**src/rtl/cnt_chain_pkg.sv**
```systemverilog
package cnt_chain_pkg;
  localparam int SLICE_W = 4;

  typedef enum logic {
    CLR_ASYNC = 1'b0,
    CLR_SYNC  = 1'b1
  } clr_mode_e;
endpackage

```
**src/rtl/cnt_next.sv**
```systemverilog
module cnt_next
  import cnt_chain_pkg::*;
#(
  parameter int W = SLICE_W
) (
  input  logic [W-1:0] cur,
  input  logic [W-1:0] din,
  input  logic         load_n,
  input  logic         en_par,
  input  logic         en_trk,
  output logic [W-1:0] nxt
);
  // load beats counting; counting needs both enables
  always_comb begin
    if (!load_n)                nxt = din;
    else if (en_par && en_trk)  nxt = cur + W'(1);
    else                        nxt = cur;
  end
endmodule

```
**src/rtl/cnt_slice.sv**
```systemverilog
module cnt_slice
  import cnt_chain_pkg::*;
#(
  parameter int        W        = SLICE_W,
  parameter clr_mode_e CLR_MODE = CLR_ASYNC
) (
  input  logic         clk,
  input  logic         clr_n,
  input  logic         load_n,
  input  logic         en_par,
  input  logic         en_trk,
  input  logic [W-1:0] din,
  output logic [W-1:0] q,
  output logic         rc
);
  logic [W-1:0] nxt;

  cnt_next #(.W(W)) u_next (
    .cur(q), .din(din), .load_n(load_n),
    .en_par(en_par), .en_trk(en_trk), .nxt(nxt)
  );

  generate
    if (CLR_MODE == CLR_ASYNC) begin : g_aclr
      always_ff @(posedge clk or negedge clr_n) begin
        if (!clr_n) q <= '0;
        else        q <= nxt;
      end
    end else begin : g_sclr
      always_ff @(posedge clk) begin
        if (!clr_n) q <= '0;
        else        q <= nxt;
      end
    end
  endgenerate

  // terminal count, qualified only by the trickle enable
  assign rc = (&q) & en_trk;

  assert_load_R1: assert property (@(posedge clk) disable iff (!clr_n)
    !load_n |=> q == $past(din));
  assert_count_R2: assert property (@(posedge clk) disable iff (!clr_n)
    (load_n && en_par && en_trk) |=> q == W'($past(q) + W'(1)));
  assert_hold_R3: assert property (@(posedge clk) disable iff (!clr_n)
    (load_n && !(en_par && en_trk)) |=> $stable(q));
endmodule

```
**src/rtl/cnt_chain.sv**
```systemverilog
module cnt_chain
  import cnt_chain_pkg::*;
#(
  parameter int        STAGES   = 2,
  parameter clr_mode_e CLR_MODE = CLR_ASYNC,
  localparam int       TOT_W    = STAGES * SLICE_W
) (
  input  logic             clk,
  input  logic             clr_n,
  input  logic             load_n,
  input  logic             en_par,
  input  logic             en_trk,
  input  logic [TOT_W-1:0] din,
  output logic [TOT_W-1:0] q,
  output logic             carry_out
);
  logic [STAGES:0] trk;

  assign trk[0] = en_trk;

  generate
    for (genvar k = 0; k < STAGES; k++) begin : g_stage
      cnt_slice #(.W(SLICE_W), .CLR_MODE(CLR_MODE)) u_slice (
        .clk(clk),
        .clr_n(clr_n),
        .load_n(load_n),
        .en_par(en_par),
        .en_trk(trk[k]),
        .din(din[k*SLICE_W +: SLICE_W]),
        .q(q[k*SLICE_W +: SLICE_W]),
        .rc(trk[k+1])
      );
    end
  endgenerate

  assign carry_out = trk[STAGES];

  assert_carry_R7: assert property (@(posedge clk) disable iff (!clr_n)
    carry_out == ((&q) && en_trk));
  assert_wrap_R8: assert property (@(posedge clk) disable iff (!clr_n)
    (load_n && en_par && en_trk && (&q)) |=> q == '0);
  assert_nibble_R8: assert property (@(posedge clk) disable iff (!clr_n)
    (load_n && en_par && en_trk && q[SLICE_W-1:0] == '1 && q != '1)
      |=> q == TOT_W'($past(q) + TOT_W'(1)));
endmodule

```
**config.mk**
```make
export PLATFORM = sky130hd
export DESIGN_NAME = cnt_chain
export DESIGN_NICKNAME = d
export VERILOG_FILES = /design/src/rtl/cnt_chain_pkg.sv /design/src/rtl/cnt_next.sv /design/src/rtl/cnt_slice.sv /design/src/rtl/cnt_chain.sv
export SDC_FILE = /design/constraint.sdc
export NUM_CORES = 1
export LEC_CHECK = 0
export BUFFER_PORTS_ARGS = -buffer_cell sky130_fd_sc_hd__buf_2
export CORE_UTILIZATION = 30
export CTS_BUF_LIST = sky130_fd_sc_hd__clkbuf_4
export CTS_CLUSTER_DIAMETER = 80
export DETAILED_ROUTE_END_ITERATION = 7
export GPL_TIMING_DRIVEN = 0
export PLACE_DENSITY_LB_ADDON = 0.15
export SYNTH_ARGS = -nofsm -noshare
export SYNTH_HDL_FRONTEND = slang
export SYNTH_SLANG_ARGS = --single-unit
```
**constraint.sdc**
```tcl
create_clock -name clk -period 1.6 [get_ports clk]
set_clock_uncertainty 0.1 [all_clocks]
set_input_delay 0.16 -clock clk [delete_from_list [all_inputs] [get_ports clk]]
set_output_delay 0.16 -clock clk [all_outputs]
set_load 0.05 [all_outputs]
```
==> results of run 1 <==
-- layout make-up --
| class | count | area (sq um) | area share (%) |
|---|---|---|---|
| Buffer | 2 | 18.8 | 2.92 |
| Sequential cell | 8 | 208 | 32.4 |
| Multi-Input combinational cell | 40 | 262 | 40.7 |
| Tap cell | 15 | 18.8 | 2.92 |
| Clock buffer | 3 | 22.5 | 3.51 |
| Timing Repair Buffer | 21 | 113 | 17.5 |
-- cells in the final DEF (no fill, tap or decap), types with 2 or more instances in the layout --
cell type / instances
o21ai_0: 4
clkbuf_4: 4
buf_2: 19
nand3_1: 3
a21oi_1: 4
xor2_1: 2
dfrtp_2: 6
nor2_1: 8
dfrtp_1: 2
a31oi_1: 4
nand4_1: 2
or3_1: 2
-- layer usage --
layer  vias up  wire length (um)  track usage [%]
met3         2                62             3.26
met1       184               540             19.0
met5         -                 0                0
met4         0                 5             10.0
met2        13               421             17.2
li1        236                 -                -
-- power by group --
part | leakage (uW) | total, uW | internal, uW | switching, uW
Combinational | 0.000172 | 205 | 66.2 | 139
Sequential | 0.0000842 | 257 | 228 | 29.7
Clock | 0.0000138 | 158 | 86.1 | 71.7
-- cells by family after synthesis --
group,after synthesis,share of synthesized area (%)
simple gates,21,22.8
compound gates,14,17.6
flops,8,44.0
xor+xnor,2,3.85
buf+inv,2,4.12
fa+ha+maj,2,5.49
mux,1,2.20
-- path summary, 6_finish.rpt --
path / endpoint / slack (ps) / cells past startpoint
max in group asynchronous: g_stage[0].u_slice.q[1] / 1040 / 2
hold reg to reg: g_stage[1].u_slice.q[3] / 490 / 2
hold / removal: g_stage[0].u_slice.q[2] / 50 / 3
setup / recovery: carry_out / 80 / 4
setup reg to reg: g_stage[1].u_slice.q[0] / 110 / 4
min in group asynchronous: g_stage[1].u_slice.q[0] / 180 / 2
-- worst max-delay path, cell delays in order, from the launching register on --
cell and delay [ps]:
dfrtp_2 430, ha_1 200, nand3_1 140, nor2_4 50
buf_4 180
-- repair_timing --
action	in CTS	in global routing
hold buffers	1	0
gates resized for setup	0	2
setup endpoints to repair	0	1
hold endpoints to repair	8	0
-- per-stage QoR --
step	setup WS [ps]	total power (uW)	hold WS [ps]
4_1_cts	3.49	631	39.3
3_3_place_gp	134	464	-85.1
3_5_place_dp	126	464	-84.3
5_1_grt	11.8	667	60.1
6_report	82.6	621	46.7
2_1_floorplan	3.56	406	-236
==> results.md, run 1 <==
- Congestion Overflow GR: 0
- Die H: 41.0 um
- Routed len/inst: 11.6 um
- Final worst-path cycle share: about 95%
- Status: finished clean
- # IOs: 22
- DR vias/cell: ~4.9
- Fillers: ~150
- Nets: 91
- DP Cell Count: 85
- Post-Synthesis Cells: 50
- Setup-failing EPs final: 0
- Final worst path period need: 1520 ps
- Initial antenna violation count: 0
- Critical path required time: 1340 ps
- Top-area cell type share of the netlist area: 44.0%
- Crit path DAT: around 1300 ps
- Count leader, synth: nor2_1
- HP Class: in2reg
- DR pass1 iterations: 4
- CP startpoint: g_stage[1].u_slice.q[0]
- Die Wd: 41.0 um
- Fraction of layout instances using a drive strength above 1: 48.6%
- Clock-pin slew on the worst setup and hold paths: 60 ps
- Post-Syn Nets: 65
- Initial Utilization: ~34%
- Largest net degree at the start of global routing: 11
- Async SR Flop Fraction: 100%
- Post-CTS setup buffer count: 0
- Fin util: 47.5%
- DRT Wirelength: 1030 um
- Final Hold Viols: 0
- Post-synth EDFFs: 0
- Synth area leader: dfrtp_1
- Worst Setup Start Kind: flop
- Largest registers: g_stage.u_slice.q (8)
- Largest register by flop count: g_stage.u_slice.q
- # diodes: 0
- Pwr dens: 967 nW/um^2
- CTS sink count: 8
- DRT iter0 DRCs: 3
- Maximum root-to-sink buffer count: 2
- Clock Latency Late Sink: about 250 ps
- Pleak: 0.000270 uW
- Final Max Slew Viols: 0
- Synth area leaders: dfrtp_1 44%, nor2_1 7.4%, a31oi_1 5.5%
- H-tree levels: 1
- Routability Congestion: 0.722
- ANT nets after route: 0
- CTS tree: done
- Synth cell count leaders: 9 x nor2_1, 8 x dfrtp_1
- IO Port Bufs: 20
- Post-synth cell types: 19
- Die ar.: between 1500 and 2000 sq um
- DRC: 0
- Hold path start: din[2]
- Vias in the first global route: 321
- Slew @ Worst Pin: 249 ps
- Worst setup path category: reg2out
- Post-Syn Area: 455 sq um
- Max FFs per register: 8
- Setup TNS: 0 ps
- Design area: roughly 640 sq um
- Synth warn: 0
- Worst setup EP type: output pin
- Max-slew headroom: approximately 84%
- Most used DFF post-synth: dfrtp_1
- Average cell area after synthesis: 9.11 sq um
- Worst flop-to-flop path startpoint: g_stage[0].u_slice.q[0]
- Placed cell areas: 607 sq um
- Root buffer selected by CTS: clkbuf_4
- Global-route usage over all layers: 13.5%
- CP Max Fanout: 5
- Core ar.: 1350 sq um
- Fmax: 0.659 GHz
- Area grow syn2layout: 40.9%
- Max IR drop VDD: 0.513 mV
- Sequential cell area fraction in the yosys report: 44.0%
- Yosys reg bits: 8
- Unrepaired setup endpoints after global routing: false
- Routed vias: 435
- Fin cells: 89
- DPL Wire Length: 763 um
- First-pass GRT wire length: 1410 um
- Maxcap violations: 0
- Cts bufs inserted: 3
- Cell Rows: 13
Power figures use the tool's default switching activity.
==> inputs of run 2 (changes only) <==
clock period = 1.7 ns   (was 1.6 ns; I/O delays follow)
==> run 2 against run 1 <==
Net effect:
- via count rose by 3.9%
- cell area fell by 3.5%
- final cell count rose by 1.1%
- sequential share of layout area rose by 0.37 points
- flip-flop and latch count did not move
- clock power rose by 13%
- core utilization fell by 1.7 points
- total power fell by 3.5%
- largest cell class unchanged
- highest routed layer unchanged
==> results.md, run 2 (same netlist as run 1, synthesis figures left out) <==
- Multi-input gate area: 239 sq um (-8.6%)
- Most frequent cells in the layout: 20 x buf_2, 8 x nor2_1, 6 x dfrtp_1
- Largest registers: g_stage.u_slice.q (8)
- # IOs: 22 (unchanged)
- H-tree levels: 1 (unchanged)
- Final Max Slew Viols: 0 (unchanged)
- Placed cell areas: 579 sq um (-4.5%)
- DRT iter0 DRCs: 0 (-3)
- Largest net degree at the start of global routing: 11 (unchanged)
- Top Usage Layer GRT: met2
- Worst setup EP type: output pin
- Post-CTS setup buffer count: 0 (unchanged)
- Max IR drop VDD: 0.419 mV (-18%)
- Root buffer selected by CTS: clkbuf_4
- Slew @ Worst Pin: 250 ps (+1.35 ps)
- Final worst-path cycle share: ~93%
- Met1 Use GR: 14.2% (-4.8 points)
- DR pass1 iterations: 1 (-3)
- Min Hold Slack: 46.6 ps (-0.0817 ps)
- Cts bufs inserted: 3 (unchanged)
- Die ar.: 1680 sq um (unchanged)
- Crit path DAT: 1310 ps (+50 ps)
- Clock Latency Late Sink: 260 ps (about the same)
- Setup-failing EPs final: 0 (unchanged)
- Pwr dens: 966 nW/um^2 (about the same)
- Core ar.: 1350 sq um (unchanged)
- DRC: 0 (unchanged)
- Maxcap violations: 0 (unchanged)
- Met2 GRT Util: 21.1% (+3.9 points)
- Critical path required time: 1430 ps (+90 ps)
- DRT Wirelength: 997 um (-3.1%)
- Final Hold Viols: 0 (unchanged)
- Worst setup path category: reg2out
- CTS sink count: 8 (unchanged)
- IO Port Bufs: 20 (unchanged)
- Pleak: 0.000277 uW (+2.6%)
- Design area: 619 sq um (-3.5%)
- Vias in the first global route: 342 (+6.5%)
- Die H: 41.0 um (unchanged)
- Max-slew headroom: 83.4% (-0.090 points)
- Most common cell after layout, fill and taps aside: buf_2
- CP Max Fanout: 5 (unchanged)
- CTS tree: done
- Die Wd: 41.0 um (unchanged)
- Fmax: 0.633 GHz
- Register area: 203 sq um (-2.4%)
- Worst Setup Start Kind: flop
- Initial antenna violation count: 0 (unchanged)
- First-pass GRT wire length: 1390 um (-2.0%)
- Unrepaired setup endpoints after global routing: false
- Fraction of layout instances using a drive strength above 1: 41.3% (-7.3 points)
- Global-route usage over all layers: 14.3% (+0.82 points)
- Met3 Usage GRT: 9.78% (+6.5 points)
- Largest register by flop count: g_stage.u_slice.q
- Status: finished clean
- Initial Utilization: 33.7% (unchanged)
- Max FFs per register: 8 (unchanged)
- Maximum root-to-sink buffer count: 2 (unchanged)
- Congestion Overflow GR: 0 (unchanged)
- Fillers: 147 (+0.68%)
- DR vias/cell: 5.02 (+2.8%)
- Nets: 91 (unchanged)
- Routed vias: 452 (+3.9%)
- Clock-pin slew on the worst setup and hold paths: 60 ps (about the same)
- Routability Congestion: 0.725 (+0.53%)
- HP Class: in2reg
- Cell Rows: 13 (unchanged)
- Final worst path period need: between 1500 and 2000 ps
- Total power: 599 uW (-3.5%)
- Fin util: 45.9% (-1.7 points)
- # diodes: 0 (unchanged)
- Area grow syn2layout: 36.0%
- Routed len/inst: 11.1 um (-4.2%)
- ANT nets after route: 0 (unchanged)
==> run 2: path summary, 6_finish.rpt <==
path                                         start                       to  cells after the start  slack (ps)
setup reg to reg           g_stage[0].u_slice.q[0]  g_stage[1].u_slice.q[0]                      4         140
setup / recovery           g_stage[1].u_slice.q[0]                carry_out                      4         120
min in group asynchronous                    clr_n  g_stage[0].u_slice.q[2]                      2         180
hold / removal                              din[2]  g_stage[0].u_slice.q[2]                      3          50
hold reg to reg            g_stage[1].u_slice.q[1]  g_stage[1].u_slice.q[1]                      2         490
max in group asynchronous                    clr_n  g_stage[0].u_slice.q[0]                      2        1140
==> run 2: layout make-up <==
cell class / instances / area share [%]
Timing Repair Buffer: 21 / 17.8
Tap cell: 15 / 3.03
Buffer: 2 / 3.03
Clock buffer: 4 / 4.85
Sequential cell: 8 / 32.7
Multi-Input combinational cell: 40 / 38.6
==> run 2: repair_timing <==
item | 4_1_cts | 5_1_grt
gates resized for setup | 0 | 0
hold buffers | 1 | 0
endpoints found under the hold margin | 8 | 0
==> run 2: per-stage QoR <==
| step | setup slack [ps] | setup TNS, ps | std cells |
|---|---|---|---|
| after global placement | 139 | 0 | 85 |
| after CTS | 96.5 | 0 | 90 |
| after global routing | 12.3 | 0 | 90 |
| after detailed placement | 136 | 0 | 85 |
| after floorplan | -14.9 | -14.9 | 50 |
| final | 121 | 0 | 90 |
==> run 2: critical path: stages, from the launching register on <==
cell and delay [ps]:
dfrtp_1 400, ha_1 160, nand3_1 110, nor2_2 120
buf_2 260
==> run 2: metal layers <==
layer | wire length (um) | vias to the layer above
li1 | - | 236
met1 | 427 | 197
met2 | 470 | 15
met3 | 75 | 4
met4 | 24 | 0
met5 | 0 | -
==> run 2: where the power goes <==
group	internal (uW)	leakage, uW	switching (uW)	total [uW]
registers	212	0.0000877	24.3	236
logic	56.9	0.000171	127	184
clock network	106	0.0000184	71.7	178
total	375	0.000277	223	599
==> inputs of run 3 (changes only) <==
PLACE_DENSITY = 0.66   (was unset)
PLACE_DENSITY_LB_ADDON = unset   (was 0.15)
==> run 3 against run 2 <==
Net effect:
- critical path depth did not move
- highest routed layer is now met3
- global-route usage increased by 0.77 points
- sequential power barely moved
- largest power group unchanged
==> results.md, run 3 (same netlist as run 1, synthesis figures left out) <==
- Pleak: 0.000273 uW (-1.4%)
- ANT nets after route: 0 (unchanged)
- Final Hold Viols: 0 (unchanged)
- Die H: 41.0 um (unchanged)
- Design area: 617 sq um (-0.40%)
- Core ar.: 1350 sq um (unchanged)
- HP Class: in2reg
- Clock-pin slew on the worst setup and hold paths: 50 ps (about the same)
- Cell Rows: 13 (unchanged)
- Worst setup path category: reg2out
- CP Max Fanout: 4 (-1)
- Slew @ Worst Pin: 251 ps (+1.04 ps)
- # IOs: 22 (unchanged)
- Unrepaired setup endpoints after global routing: false
- Initial Utilization: 33.7% (unchanged)
- H-tree levels: 1 (unchanged)
- DRT iter0 DRCs: 6 (+6)
- Post-CTS setup buffer count: 0 (unchanged)
- CP startpoint: g_stage[0].u_slice.q[0]
- Critical path required time: 1430 ps (about the same)
- Initial antenna violation count: 0 (unchanged)
- Maximum root-to-sink buffer count: 2 (unchanged)
- DR vias/cell: 4.91 (-2.2%)
- Status: finished clean
- Global-route usage over all layers: 15.1% (+0.77 points)
- Most frequent cells in the layout: 20 x buf_2, 8 x nor2_1, 6 x dfrtp_1
- Hold path start: din[2]
- Most common cell after layout, fill and taps aside: buf_2
- Routed len/inst: 11.7 um (+5.5%)
- Worst flop-to-flop path startpoint: g_stage[0].u_slice.q[0]
- Cts bufs inserted: 3 (unchanged)
- Largest net degree at the start of global routing: 11 (unchanged)
- Clock Latency Late Sink: 250 ps (about the same)
- DR pass1 iterations: 2 (+1)
- Largest registers: g_stage.u_slice.q (8)
- Maxcap violations: 0 (unchanged)
- Vias in the first global route: 385 (+13%)
- Min Hold Slack: 62.2 ps (+15.6 ps)
- CTS sink count: 8 (unchanged)
- Final worst path period need: 1620 ps (+44.2 ps)
- Max-slew headroom: 83.4% (about the same)
- Final worst-path cycle share: 95.5% (+2.6 points)
- Worst Setup Start Kind: flop
- Die Wd: 41.0 um (unchanged)
- Area grow syn2layout: 35.4%
- Crit path DAT: 1350 ps (+40 ps)
- Max FFs per register: 8 (unchanged)
- Fraction of layout instances using a drive strength above 1: 41.9% (+0.56 points)
- Congestion Overflow GR: 0 (unchanged)
- Setup-failing EPs final: 0 (unchanged)
- Routability Congestion: 0.749 (+3.2%)
- Max IR drop VDD: 0.450 mV (+7.3%)
- DRT Wirelength: 1040 um (+4.3%)
- # diodes: 0 (unchanged)
- DRC: 0 (unchanged)
- Die ar.: 1680 sq um (unchanged)
- IO Port Bufs: 20 (unchanged)
- Largest register by flop count: g_stage.u_slice.q
- Worst setup EP type: output pin
- CTS tree: done
- Pwr dens: 923 nW/um^2 (-4.5%)
- Routed vias: 437 (-3.3%)
- DPL Wire Length: 794 um
- Fin util: 45.7% (-0.19 points)
- Final Max Slew Viols: 0 (unchanged)
- First-pass GRT wire length: 1590 um (+15%)
- Placed cell areas: 579 sq um (unchanged)
- Fillers: 143 (-2.7%)
- Nets: 91 (unchanged)
- Root buffer selected by CTS: clkbuf_4
- Fmax: 0.616 GHz (-2.7%)
## run 3: cell count changes in the layout (fill, tap and decap cells not counted), sizes merged
cell    before  now
clkbuf       5    4
## run 3: layer usage
layer	wire (um)	track usage, %	vias to the layer above
met2	500	23.8	13
met3	66	6.52	0
met5	0	0	-
met1	472	18.1	192
li1	-	-	232
met4	0	5.00	0
## run 3: what timing repair did
item	in CTS	in global routing
endpoints found under the hold margin	8	0
hold buffers	1	0
endpoints found under the setup margin	0	1
gates resized for setup	0	1
## run 3: where the power goes
| group | switching, uW | total [uW] | internal (uW) |
|---|---|---|---|
| logic | 129 | 187 | 57.6 |
| clock network | 63.6 | 144 | 80.7 |
| registers | 25.6 | 238 | 212 |
## run 3: final timing paths
kind / slack, ps / end / depth (start not counted)
worst max-delay path: 80 / carry_out / 4
worst min-delay path: 60 / g_stage[0].u_slice.q[2] / 3
worst max register to register: 150 / g_stage[1].u_slice.q[0] / 4
worst min register to register: 490 / g_stage[1].u_slice.q[1] / 2
max in group asynchronous: 1130 / g_stage[0].u_slice.q[1] / 2
min in group asynchronous: 180 / g_stage[1].u_slice.q[0] / 2
## run 3: cell type report
| type | count | area, sq um | area share (%) |
|---|---|---|---|
| buffer | 2 | 18.8 | 3.04 |
| clock buffer | 3 | 22.5 | 3.65 |
| multi-input combinational | 40 | 244 | 39.6 |
| sequential | 8 | 203 | 32.9 |
| tap | 15 | 18.8 | 3.04 |
| timing repair buffer | 21 | 110 | 17.8 |
## run 3: through the flow
stage / power (uW) / setup TNS [ps] / setup slack (ps) / std cells
final: 569 / 0 / 76.8 / 89
after detailed placement: 426 / 0 / 99.4 / 85
after CTS: 578 / 0 / 86.8 / 89
after global placement: 424 / 0 / 131 / 85
after floorplan: 372 / -14.9 / -14.9 / 50
after global routing: 611 / 0 / 19.4 / 89
## run 3: critical path: stages (launching register included)
cell and delay [ps]:
dfrtp_2 390, ha_1 230, nand4_1 130, nor2_2 90, buf_2 260
